==> config.mk <==
export PLATFORM = sky130hd
export DESIGN_NAME = wd_reset_supervisor
export DESIGN_NICKNAME = d
export VERILOG_FILES = /design/src/rtl/wdsup_pkg.sv /design/src/rtl/wdsup_tick_counter.sv /design/src/rtl/wd_reset_supervisor.sv
export SDC_FILE = /design/constraint.sdc
export NUM_CORES = 1
export LEC_CHECK = 0
export BUFFER_PORTS_ARGS = -buffer_cell sky130_fd_sc_hd__buf_2
export CAP_MARGIN = 20
export CORE_UTILIZATION = 60
export CTS_BUF_LIST = sky130_fd_sc_hd__clkbuf_16
export DETAILED_ROUTE_END_ITERATION = 10
export GPL_TIMING_DRIVEN = 0
export PLACE_DENSITY = 0.78
export SLEW_MARGIN = 25
export SYNTH_ARGS = -nofsm -noshare
export SYNTH_HDL_FRONTEND = slang
export SYNTH_SLANG_ARGS = --single-unit
==> constraint.sdc <==
create_clock -name clk -period 5.3 [get_ports clk]
set_clock_uncertainty 0.1 [all_clocks]
set_input_delay 0.53 -clock clk [delete_from_list [all_inputs] [get_ports clk]]
set_output_delay 0.53 -clock clk [all_outputs]
set_load 0.01 [all_outputs]
==> src/rtl/wdsup_pkg.sv <==
package wdsup_pkg;

    typedef enum logic [1:0] {
        WD_SHORT = 2'b00,
        WD_MID   = 2'b01,
        WD_LONG  = 2'b10,
        WD_OFF   = 2'b11
    } wd_sel_e;

    typedef enum logic [1:0] {
        SUP_FAULT = 2'b00,
        SUP_HOLD  = 2'b01,
        SUP_RUN   = 2'b10
    } sup_state_e;

    function automatic int unsigned max_u(input int unsigned a, input int unsigned b);
        return (a > b) ? a : b;
    endfunction

    function automatic int unsigned wd_limit(input wd_sel_e s,
                                             input int unsigned t_short,
                                             input int unsigned t_mid,
                                             input int unsigned t_long);
        case (s)
            WD_SHORT: return t_short;
            WD_MID:   return t_mid;
            WD_LONG:  return t_long;
            default:  return 0;
        endcase
    endfunction

endpackage

==> src/rtl/wdsup_tick_counter.sv <==
module wdsup_tick_counter #(
    parameter int W = 16
) (
    input  logic         clk,
    input  logic         rst,
    input  logic         clr,
    input  logic         inc,
    input  logic [W-1:0] limit,
    output logic         expire
);
    logic [W-1:0] cnt_q;

    assign expire = inc && !clr && (cnt_q == limit - W'(1));

    always_ff @(posedge clk) begin
        if (rst || clr) begin
            cnt_q <= '0;
        end else if (inc) begin
            if (expire) cnt_q <= '0;
            else        cnt_q <= cnt_q + W'(1);
        end
    end
endmodule

==> src/rtl/wd_reset_supervisor.sv <==
module wd_reset_supervisor
    import wdsup_pkg::*;
#(
    parameter int unsigned SHORT_TICKS = 8192,
    parameter int unsigned MID_TICKS   = 24576,
    parameter int unsigned LONG_TICKS  = 57344,
    parameter int unsigned PULSE_TICKS = 8192
) (
    input  logic       clk,
    input  logic       rst,
    input  logic       tick_en,
    input  logic       pwr_good,
    input  logic       low_volt,
    input  logic       wd_kick,
    input  logic       cfg_wr,
    input  logic [1:0] cfg_sel,
    output logic       rst_n_out
);
    localparam int unsigned MAX_T = max_u(max_u(SHORT_TICKS, MID_TICKS),
                                          max_u(LONG_TICKS, PULSE_TICKS));
    localparam int CW = $clog2(MAX_T + 1);

    sup_state_e state_q, state_d;
    wd_sel_e    sel_q;
    logic       fault;
    logic       wd_clr, wd_inc, wd_expire;
    logic       hold_clr, hold_inc, hold_done;
    logic [CW-1:0] wd_lim;

    assign fault = !pwr_good || low_volt;

    always_ff @(posedge clk) begin
        if (rst)         sel_q <= WD_SHORT;
        else if (cfg_wr) sel_q <= wd_sel_e'(cfg_sel);
    end

    assign wd_lim = CW'(wd_limit(sel_q, SHORT_TICKS, MID_TICKS, LONG_TICKS));
    assign wd_clr = (state_q != SUP_RUN) || wd_kick || cfg_wr || (sel_q == WD_OFF);
    assign wd_inc = tick_en && (state_q == SUP_RUN);

    wdsup_tick_counter #(.W(CW)) i_wd_cnt (
        .clk    (clk),
        .rst    (rst),
        .clr    (wd_clr),
        .inc    (wd_inc),
        .limit  (wd_lim),
        .expire (wd_expire)
    );

    assign hold_clr = (state_q != SUP_HOLD) || fault;
    assign hold_inc = tick_en && (state_q == SUP_HOLD);

    wdsup_tick_counter #(.W(CW)) i_hold_cnt (
        .clk    (clk),
        .rst    (rst),
        .clr    (hold_clr),
        .inc    (hold_inc),
        .limit  (CW'(PULSE_TICKS)),
        .expire (hold_done)
    );

    always_comb begin
        state_d = state_q;
        if (fault) begin
            state_d = SUP_FAULT;
        end else begin
            case (state_q)
                SUP_FAULT: state_d = SUP_HOLD;
                SUP_HOLD:  if (hold_done) state_d = SUP_RUN;
                SUP_RUN:   if (wd_expire) state_d = SUP_HOLD;
                default:   state_d = SUP_FAULT;
            endcase
        end
    end

    always_ff @(posedge clk) begin
        if (rst) state_q <= SUP_FAULT;
        else     state_q <= state_d;
    end

    assign rst_n_out = (state_q == SUP_RUN);
endmodule

==> results.rst, run 1 <==
.. list-table::
   :header-rows: 1

   * - Metric
     - Value
   * - Fraction of registers with async set/reset
     - 0
   * - Core ar.
     - 2830 um^2
   * - Die W
     - 57.5 um
   * - Netlist cell types
     - 46
   * - Routed wirelength normalized by instance count
     - 15.2 um
   * - Logic depth of the worst register-to-register path
     - 6
   * - Library cell with the largest summed area after synthesis
     - sky130_fd_sc_hd__dfxtp_1
   * - Antenna diode count
     - 0
   * - Detailed-router iteration count before antenna repair
     - 4
   * - Htree depth
     - 2
   * - Number of cells upsized or downsized after cts
     - 0
   * - TritonCTS clock tree
     - yes
   * - Clock latency on the worst-skew pair
     - 0.27 ns
   * - Final critical-path share of the clock period
     - 0.414
   * - Sort of element at the start of the critical path
     - register
   * - CTS root buffer
     - sky130_fd_sc_hd__clkbuf_16
   * - Final design instance area without fill
     - 2060 um^2
   * - Final net count
     - 241
   * - Kind of cell adding the most delay to the critical path
     - compound AO/OA/AOI/OAI gates
   * - Aggregate global routing overflow
     - 0
   * - Synthesis Warnings
     - 0
   * - Clock slew at the register clock pins of the worst setup and hold paths
     - 0.05 ns
   * - Total count of hold-check failures in the final report
     - 0
   * - Required arrival time at the worst endpoint
     - 5.32 ns
   * - Internal reg-to-reg setup slack
     - 3.11 ns
   * - Area share of the leading cell type in the synthesized netlist
     - 0.391
   * - Peak VDD IR
     - 221 uV
   * - Final wirelength
     - 3980 um
   * - Worst-path cell chain
     - ha_1 > nand4b_4 > or2_1 > buf_2 > o31ai_2 > nor2_1
   * - Ratio of total power to cell area
     - 269 nW/um^2
   * - Post-route worst hold slack
     - 0.383 ns
   * - Cells after DPL
     - 254
   * - Num CTS Buffers
     - 5
   * - Type of the most critical hold path
     - reg -> reg
   * - Post-CTS Hold Fix Bufs
     - 0
   * - Buffers & Inverters on Critical Path
     - 1
   * - Outcome
     - complete, no violations
   * - Post-synthesis instance area
     - 1850 um^2
   * - Clk sinks
     - 36
   * - Most frequent cells after synthesis
     - sky130_fd_sc_hd__dfxtp_1 (36), sky130_fd_sc_hd__nor2_1 (23), sky130_fd_sc_hd__nand2_1 (20)
   * - Arrival time at the worst endpoint
     - 2.22 ns
   * - Final TNS setup
     - 0 ns
   * - Sequential area share after synthesis
     - 0.391
   * - Layout area overhead
     - 11.7%
   * - Total routing usage reported by global routing
     - 0.271
   * - Num rows
     - 19
   * - Count of flip-flops with a built-in enable after synthesis
     - 0
   * - Final HPWL DP
     - 2810 um
   * - Critical R2R Launch
     - i_wd_cnt.cnt_q[0]$_SDFFE_PP0P_
   * - Largest fanout of any net on the critical path
     - 8
   * - Overall die area
     - 3300 um^2
   * - Placed Instance Area
     - 1930 um^2
   * - Final slew viol count
     - 0
   * - Flop and latch count out of synthesis
     - 36
   * - Final ANT Viol Nets
     - 0
   * - Leak Pwr
     - 0.659 nW
   * - Max stage delay cell, worst path
     - sky130_fd_sc_hd__o31ai_2
   * - Endpoints failing setup
     - 0
   * - Maximum count of clock buffers along a single path
     - 2
   * - Post-CTS setup-driven buffer insertion count
     - 0
   * - Die height
     - 57.5 um
   * - Design Power
     - 0.554 mW
   * - Stage delay of the slowest cell on the critical path
     - 0.61 ns
   * - Non-filler cells, final
     - 261
   * - Number of vias in the routed layout
     - 1,623
   * - Fin crit period
     - 2.19 ns
   * - Unrepaired setup endpoints after global routing
     - no
   * - Antenna violations before repair
     - 0
   * - Max-Cap Viols
     - 0
   * - Worst hold start
     - i_hold_cnt.cnt_q[10]$_SDFFE_PP0P_
   * - Top cells by area, synth
     - sky130_fd_sc_hd__dfxtp_1 (39%), sky130_fd_sc_hd__xnor2_1 (6.6%), sky130_fd_sc_hd__nor2_1 (4.7%)
   * - Most used standard cell by instance count after synthesis
     - sky130_fd_sc_hd__dfxtp_1
   * - Initial Util
     - 0.652
   * - Most used DFF post-synth
     - sky130_fd_sc_hd__dfxtp_1
   * - Critical Setup Path Class
     - reg -> reg
   * - Global-route wire length before repair
     - 6980 um
   * - Fraction of layout instances using a drive strength above 1
     - 0.122
   * - Syn avg cell area
     - 8.62 um^2
   * - Kind of end point of the critical path
     - register
   * - Drc violations
     - 0
   * - Destination of the worst register-to-register timing path
     - i_wd_cnt.cnt_q[3]$_SDFFE_PP0P_
   * - First DRT Iteration DRCs
     - 111
   * - Port Buffers
     - 9
   * - Maximum number of pins on one net before global-route repair
     - 11
   * - Worst slew margin relative to its limit
     - 0.543
   * - Number of top-level pins
     - 10
   * - Min-Delay Endpoint
     - i_hold_cnt.cnt_q[10]$_SDFFE_PP0P_
   * - Post-Synthesis Cells
     - 214
   * - Hold depth
     - 2
   * - Worst Max-Slew Pin Slew
     - 0.682 ns
   * - Max Fclk
     - 456 MHz
   * - Number of global-route vias before repair
     - 1,591
   * - Final Wtd Congestion
     - 0.831
   * - Vias per Instance
     - 6.22
   * - Post-Syn Nets
     - 225
worst register-to-register path: stages (launching register included):
cell and delay, ns:
sky130_fd_sc_hd__dfxtp_1 0.39, sky130_fd_sc_hd__ha_1 0.23, sky130_fd_sc_hd__nand4b_4 0.16, sky130_fd_sc_hd__or2_1 0.23, sky130_fd_sc_hd__buf_2 0.18, sky130_fd_sc_hd__o31ai_2 0.61, sky130_fd_sc_hd__nor2_1 0.14
layer usage:
layer  track usage  up-vias  wire (um)
met5             0        -          0
met3        0.0544        7        189
li1              -      819          -
met1         0.388      754       2000
met4         0.101        0         52
met2         0.402       43       1740
where the power goes:
part | total, mW | switching, mW | internal (mW)
clock network | 0.267 | 0.0995 | 0.168
logic | 0.0136 | 0.00752 | 0.00606
registers | 0.273 | 0.00122 | 0.272
total | 0.554 | 0.108 | 0.446
cell families after synthesis:
kind of cell | count (synthesis) | share of synthesized area
and+or+nand+nor | 114 | 0.362
adders and majority gates | 2 | 0.0136
muxes | 2 | 0.0108
DFF | 36 | 0.391
AOI/OAI and AO/OA | 29 | 0.102
buffers and inverters | 11 | 0.0264
xor gates and xnor gates | 20 | 0.0949
layout make-up:
class	count	area, um^2
Clock buffer	5	125
Buffer	8	37.5
Fill cell	214	767
Inverter	3	11.3
Multi-Input combinational cell	167	1080
Tap cell	31	38.8
Clock inverter	2	7.51
Timing Repair Buffer	9	45.0
Sequential cell	36	721
worst max-delay path by stage:
stage | startpoint | endpoint | slack [ns] | cells after the start
after CTS | i_wd_cnt.cnt_q[0]$_SDFFE_PP0P_ | i_wd_cnt.cnt_q[3]$_SDFFE_PP0P_ | 3.10 | 6
after global placement | tick_en | i_wd_cnt.cnt_q[6]$_SDFFE_PP0P_ | 3.10 | 6
after detailed placement | tick_en | i_wd_cnt.cnt_q[6]$_SDFFE_PP0P_ | 3.01 | 6
final | i_wd_cnt.cnt_q[0]$_SDFFE_PP0P_ | i_wd_cnt.cnt_q[3]$_SDFFE_PP0P_ | 3.11 | 6
after floorplan | wd_kick | i_wd_cnt.cnt_q[0]$_SDFFE_PP0P_ | 3.44 | 5
after global routing | state_q[0]$_SDFFE_PP0P_ | i_hold_cnt.cnt_q[5]$_SDFFE_PP0P_ | 2.95 | 7
cell usage in the layout (no fill, tap or decap), types with 3 or more instances in the layout:
master / netlist / final
sky130_fd_sc_hd__dfxtp_1: 36 / 36
sky130_fd_sc_hd__nor2_1: 23 / 23
sky130_fd_sc_hd__nand2_1: 20 / 20
sky130_fd_sc_hd__buf_2: 5 / 14
sky130_fd_sc_hd__xnor2_1: 14 / 14
sky130_fd_sc_hd__or3_1: 10 / 10
sky130_fd_sc_hd__nand3_1: 10 / 10
sky130_fd_sc_hd__nor3_1: 9 / 9
sky130_fd_sc_hd__nor4_1: 8 / 8
sky130_fd_sc_hd__o21ai_0: 7 / 7
sky130_fd_sc_hd__a21oi_1: 7 / 7
sky130_fd_sc_hd__xor2_1: 6 / 6
sky130_fd_sc_hd__nand4_1: 5 / 5
sky130_fd_sc_hd__clkbuf_16: 0 / 5
sky130_fd_sc_hd__o22ai_1: 4 / 4
sky130_fd_sc_hd__nand2b_1: 3 / 3
sky130_fd_sc_hd__inv_1: 3 / 3
sky130_fd_sc_hd__and3b_1: 3 / 3
sky130_fd_sc_hd__or4_1: 3 / 3
state kept, by name, indices dropped and copies added, names as in the netlist:
register and cells:
sel_q 2, state_q 2, i_hold_cnt.cnt_q 16, i_wd_cnt.cnt_q 16
per-stage QoR:
stage | setup slack [ns] | util
after floorplan | 3.44 | -
after global routing | 2.95 | 0.729
final | 3.11 | 0.729
after detailed placement | 3.01 | 0.682
after global placement | 3.10 | 0.682
after CTS | 3.10 | 0.729
Note: power is estimated with default switching activity, not from simulation.
==> run 2: changes to the inputs <==
--- a/config.mk
+++ b/config.mk
@@ -7,11 +7,11 @@
 export LEC_CHECK = 0
 export BUFFER_PORTS_ARGS = -buffer_cell sky130_fd_sc_hd__buf_2
 export CAP_MARGIN = 20
-export CORE_UTILIZATION = 60
+export CORE_UTILIZATION = 54
 export CTS_BUF_LIST = sky130_fd_sc_hd__clkbuf_16
 export DETAILED_ROUTE_END_ITERATION = 10
 export GPL_TIMING_DRIVEN = 0
-export PLACE_DENSITY = 0.78
+export PLACE_DENSITY = 0.75
 export SLEW_MARGIN = 25
 export SYNTH_ARGS = -nofsm -noshare
 export SYNTH_HDL_FRONTEND = slang
==> constraint.sdc (replaced) <==
create_clock -name clk -period 1.96 [get_ports clk]
set_clock_uncertainty 0.1 [all_clocks]
set_input_delay 0.196 -clock clk [delete_from_list [all_inputs] [get_ports clk]]
set_output_delay 0.196 -clock clk [all_outputs]
set_load 0.01 [all_outputs]
==> run 2 against run 1 <==
Net effect: critical path depth is the same; sequential power grew to 2.7 times the previous value; maximum frequency grew 14%; wire length shrank 4.6%; total power grew to 2.7 times the previous value; cell count grew 5.4%; non-clock buffer count grew 1; first-iteration DRC count shrank 23%; core utilization shrank 5.2 points; flip-flop and latch count is the same; die area grew 11%; combinational power grew to 2.6 times the previous value; critical path type unchanged; largest power group unchanged; highest routed layer unchanged.
==> results.rst, run 2 (synthesized netlist as in run 1, its figures left out) <==
.. list-table::
   :header-rows: 1

   * - Metric
     - Value
   * - Outcome
     - complete, no violations (unchanged)
   * - Ratio of total power to cell area
     - 705 nW/um^2 (was 269 nW/um^2)
   * - Unrepaired setup endpoints after global routing
     - yes (was no)
   * - Cells after DPL
     - 267 (was 254)
   * - Setup slack at placement
     - -0.110 ns (was 3.01 ns)
   * - Largest fanout of any net on the critical path
     - 10 (was 8)
   * - Critical Setup Path Class
     - reg -> reg (unchanged)
   * - Final TNS setup
     - 0 ns (unchanged)
   * - Post-route worst hold slack
     - 0.0589 ns (was 0.383 ns)
   * - Buffers & Inverters on Critical Path
     - 2 (was 1)
   * - Antenna violations before repair
     - 0 (unchanged)
   * - Final critical-path share of the clock period
     - 0.979 (was 0.414)
   * - Worst-path cell chain
     - buf_4 > and4b_1 > clkbuf_2 > nand3_1 > or4_4 > a21oi_2 (was ha_1 > nand4b_4 > or2_1 > buf_2 > o31ai_2 > nor2_1)
   * - Final Wtd Congestion
     - 0.817 (was 0.831)
   * - Die W
     - 60.5 um (was 57.5 um)
   * - Post-CTS Hold Fix Bufs
     - 0 (unchanged)
   * - Commonest cells after routing, fill and taps aside
     - sky130_fd_sc_hd__dfxtp_1 (29), sky130_fd_sc_hd__nor2_1 (23), sky130_fd_sc_hd__nand2_1 (20), sky130_fd_sc_hd__xnor2_1 (14), sky130_fd_sc_hd__buf_2 (11) (was sky130_fd_sc_hd__dfxtp_1 (36), sky130_fd_sc_hd__nor2_1 (23), sky130_fd_sc_hd__nand2_1 (20), sky130_fd_sc_hd__buf_2 (14), sky130_fd_sc_hd__xnor2_1 (14))
   * - Hold depth
     - 2 (unchanged)
   * - Clock share of power
     - 0.485 (was 0.482)
   * - Overall die area
     - 3660 um^2 (was 3300 um^2)
   * - Final HPWL DP
     - 2780 um (was 2810 um)
   * - Kind of end point of the critical path
     - register (unchanged)
   * - Vias per Instance
     - 5.92 (was 6.22)
   * - Number of top-level pins
     - 10 (unchanged)
   * - Kind of cell adding the most delay to the critical path
     - simple AND/OR/NAND/NOR gates (was compound AO/OA/AOI/OAI gates)
   * - Total count of hold-check failures in the final report
     - 0 (unchanged)
   * - Clock slew at the register clock pins of the worst setup and hold paths
     - 0.05 ns (about the same)
   * - Sort of element at the start of the critical path
     - register (unchanged)
   * - Worst slew margin relative to its limit
     - 0.654 (was 0.543)
   * - Endpoints failing setup
     - 0 (unchanged)
   * - Max stage delay cell, worst path
     - sky130_fd_sc_hd__or4_4 (was sky130_fd_sc_hd__o31ai_2)
   * - Num rows
     - 20 (was 19)
   * - Share of total power in combinational logic
     - 0.023 (was 0.025)
   * - Net Switching
     - 0.298 mW (was 0.108 mW)
   * - Destination of the worst register-to-register timing path
     - i_hold_cnt.cnt_q[15]$_SDFFE_PP0P_ (was i_wd_cnt.cnt_q[3]$_SDFFE_PP0P_)
   * - Layout area overhead
     - 15.7% (was 11.7%)
   * - Final design instance area without fill
     - 2130 um^2 (was 2060 um^2)
   * - Filler Cell Count
     - 260 (was 214)
   * - TritonCTS clock tree
     - yes (unchanged)
   * - Worst hold start
     - rst (was i_hold_cnt.cnt_q[10]$_SDFFE_PP0P_)
   * - Detailed-router iteration count before antenna repair
     - 5 (was 4)
   * - Design Power
     - 1.50 mW (was 0.554 mW)
   * - CTS root buffer
     - sky130_fd_sc_hd__clkbuf_16 (unchanged)
   * - Port Buffers
     - 9 (unchanged)
   * - Final wirelength
     - 3800 um (was 3980 um)
   * - Drc violations
     - 0 (unchanged)
   * - Min-Delay Endpoint
     - sel_q[0]$_SDFFE_PP0P_ (was i_hold_cnt.cnt_q[10]$_SDFFE_PP0P_)
   * - Required arrival time at the worst endpoint
     - 2.07 ns (was 5.32 ns)
   * - Antenna diode count
     - 0 (unchanged)
   * - Internal reg-to-reg setup slack
     - 0.04 ns (was 3.11 ns)
   * - Die height
     - 60.5 um (was 57.5 um)
   * - Peak VDD IR
     - 602 uV (was 221 uV)
   * - Num CTS Buffers
     - 5 (unchanged)
   * - Max Fclk
     - 521 MHz (was 456 MHz)
   * - Stage delay of the slowest cell on the critical path
     - 0.52 ns (was 0.61 ns)
   * - Final net count
     - 242 (was 241)
   * - Sequential share of power
     - 0.491 (was 0.493)
   * - Maximum number of pins on one net before global-route repair
     - 11 (unchanged)
   * - First DRT Iteration DRCs
     - 86 (was 111)
   * - Final ANT Viol Nets
     - 0 (unchanged)
   * - Largest regs
     - i_hold_cnt.cnt_q x16, i_wd_cnt.cnt_q x16 (unchanged)
   * - Routed wirelength normalized by instance count
     - 13.8 um (was 15.2 um)
   * - Total routing usage reported by global routing
     - 0.236 (was 0.271)
   * - Clk sinks
     - 36 (unchanged)
   * - Logic depth of the worst register-to-register path
     - 6 (unchanged)
   * - Fraction of layout instances using a drive strength above 1
     - 0.173 (was 0.122)
   * - Final setup slack of the worst path
     - 0.0407 ns (was 3.11 ns)
   * - Start point of the critical path
     - state_q[1]$_SDFFE_PP0P_ (was i_wd_cnt.cnt_q[0]$_SDFFE_PP0P_)
   * - Initial Util
     - 0.585 (was 0.652)
   * - Number of vias in the routed layout
     - 1,629 (was 1,623)
   * - Htree depth
     - 2 (unchanged)
   * - Core ar.
     - 3150 um^2 (was 2830 um^2)
   * - Type of the most critical hold path
     - in -> reg (was reg -> reg)
   * - Worst Max-Slew Pin Slew
     - 0.515 ns (was 0.682 ns)
   * - Final slew viol count
     - 0 (unchanged)
   * - Internal cell power
     - 1.21 mW (was 0.446 mW)
   * - Non-filler cells, final
     - 275 (was 261)
   * - Number of global-route vias before repair
     - 1,497 (was 1,591)
   * - Maximum count of clock buffers along a single path
     - 2 (unchanged)
   * - Aggregate global routing overflow
     - 0 (unchanged)
   * - Leak Pwr
     - 0.684 nW (was 0.659 nW)
   * - Sw frac
     - 0.198 (was 0.195)
   * - Placed Instance Area
     - 1950 um^2 (was 1930 um^2)
   * - Fin crit period
     - 1.92 ns (was 2.19 ns)
   * - Arrival time at the worst endpoint
     - 2.03 ns (was 2.22 ns)
   * - Commonest non-fill, non-tap cell in the layout
     - sky130_fd_sc_hd__dfxtp_1 (unchanged)
   * - Clock latency on the worst-skew pair
     - 0.27 ns (about the same)
   * - Post-layout utilization of the core
     - 0.677 (was 0.729)
   * - Global-route wire length before repair
     - 6440 um (was 6980 um)
   * - Critical R2R Launch
     - state_q[1]$_SDFFE_PP0P_ (was i_wd_cnt.cnt_q[0]$_SDFFE_PP0P_)
   * - Max-Cap Viols
     - 0 (unchanged)
[run 2: changes by cell type in the layout (fill, tap and decap cells not counted), moves of 2 or more]
cell                       before  now
sky130_fd_sc_hd__clkinv_1       2    0
sky130_fd_sc_hd__buf_4          0    4
sky130_fd_sc_hd__buf_2         14   11
sky130_fd_sc_hd__dfxtp_2        0    6
sky130_fd_sc_hd__dfxtp_1       36   29
[run 2: how the worst max path moves through the flow]
stage	endpoint	slack (ns)	cells after the start
after floorplan	i_hold_cnt.cnt_q[15]$_SDFFE_PP0P_	0.15	5
after global placement	i_wd_cnt.cnt_q[4]$_SDFFE_PP0P_	-0.05	6
after detailed placement	i_wd_cnt.cnt_q[4]$_SDFFE_PP0P_	-0.11	6
after CTS	i_hold_cnt.cnt_q[15]$_SDFFE_PP0P_	0.008	5
after global routing	i_hold_cnt.cnt_q[15]$_SDFFE_PP0P_	-0.05	6
final	i_hold_cnt.cnt_q[15]$_SDFFE_PP0P_	0.04	6
[run 2: repair_timing]
item                       in CTS  in global routing
resized for setup               8                  9
pin swaps                       0                  1
buffers inserted                0                  2
setup endpoints to repair      21                 24
[run 2: final cells by class]
type                            count  area (um^2)  share of cell area
Buffer                              7         41.3              0.0193
Clock buffer                        5          125              0.0586
Clock inverter                      2         8.76             0.00410
Inverter                            3         11.3             0.00528
Multi-Input combinational cell    167         1100               0.516
Sequential cell                    36          732               0.343
Tap cell                           44         55.1              0.0258
Timing Repair Buffer               11         60.1              0.0281
[run 2: routing by layer]
layer	track usage	vias up	share of wire
met5	0	-	0
met4	0.0877	0	0.012
met3	0.0512	6	0.035
met2	0.377	35	0.45
met1	0.314	768	0.51
li1	-	820	-
[run 2: power groups by stage]
stage	sequential (mW)	clock, mW	combinational (mW)
after floorplan	0.754	0	0.0197
after global placement	0.754	0	0.0351
after detailed placement	0.755	0	0.0365
after CTS	0.740	0.745	0.0353
after global routing	0.740	0.777	0.0395
final	0.740	0.730	0.0352
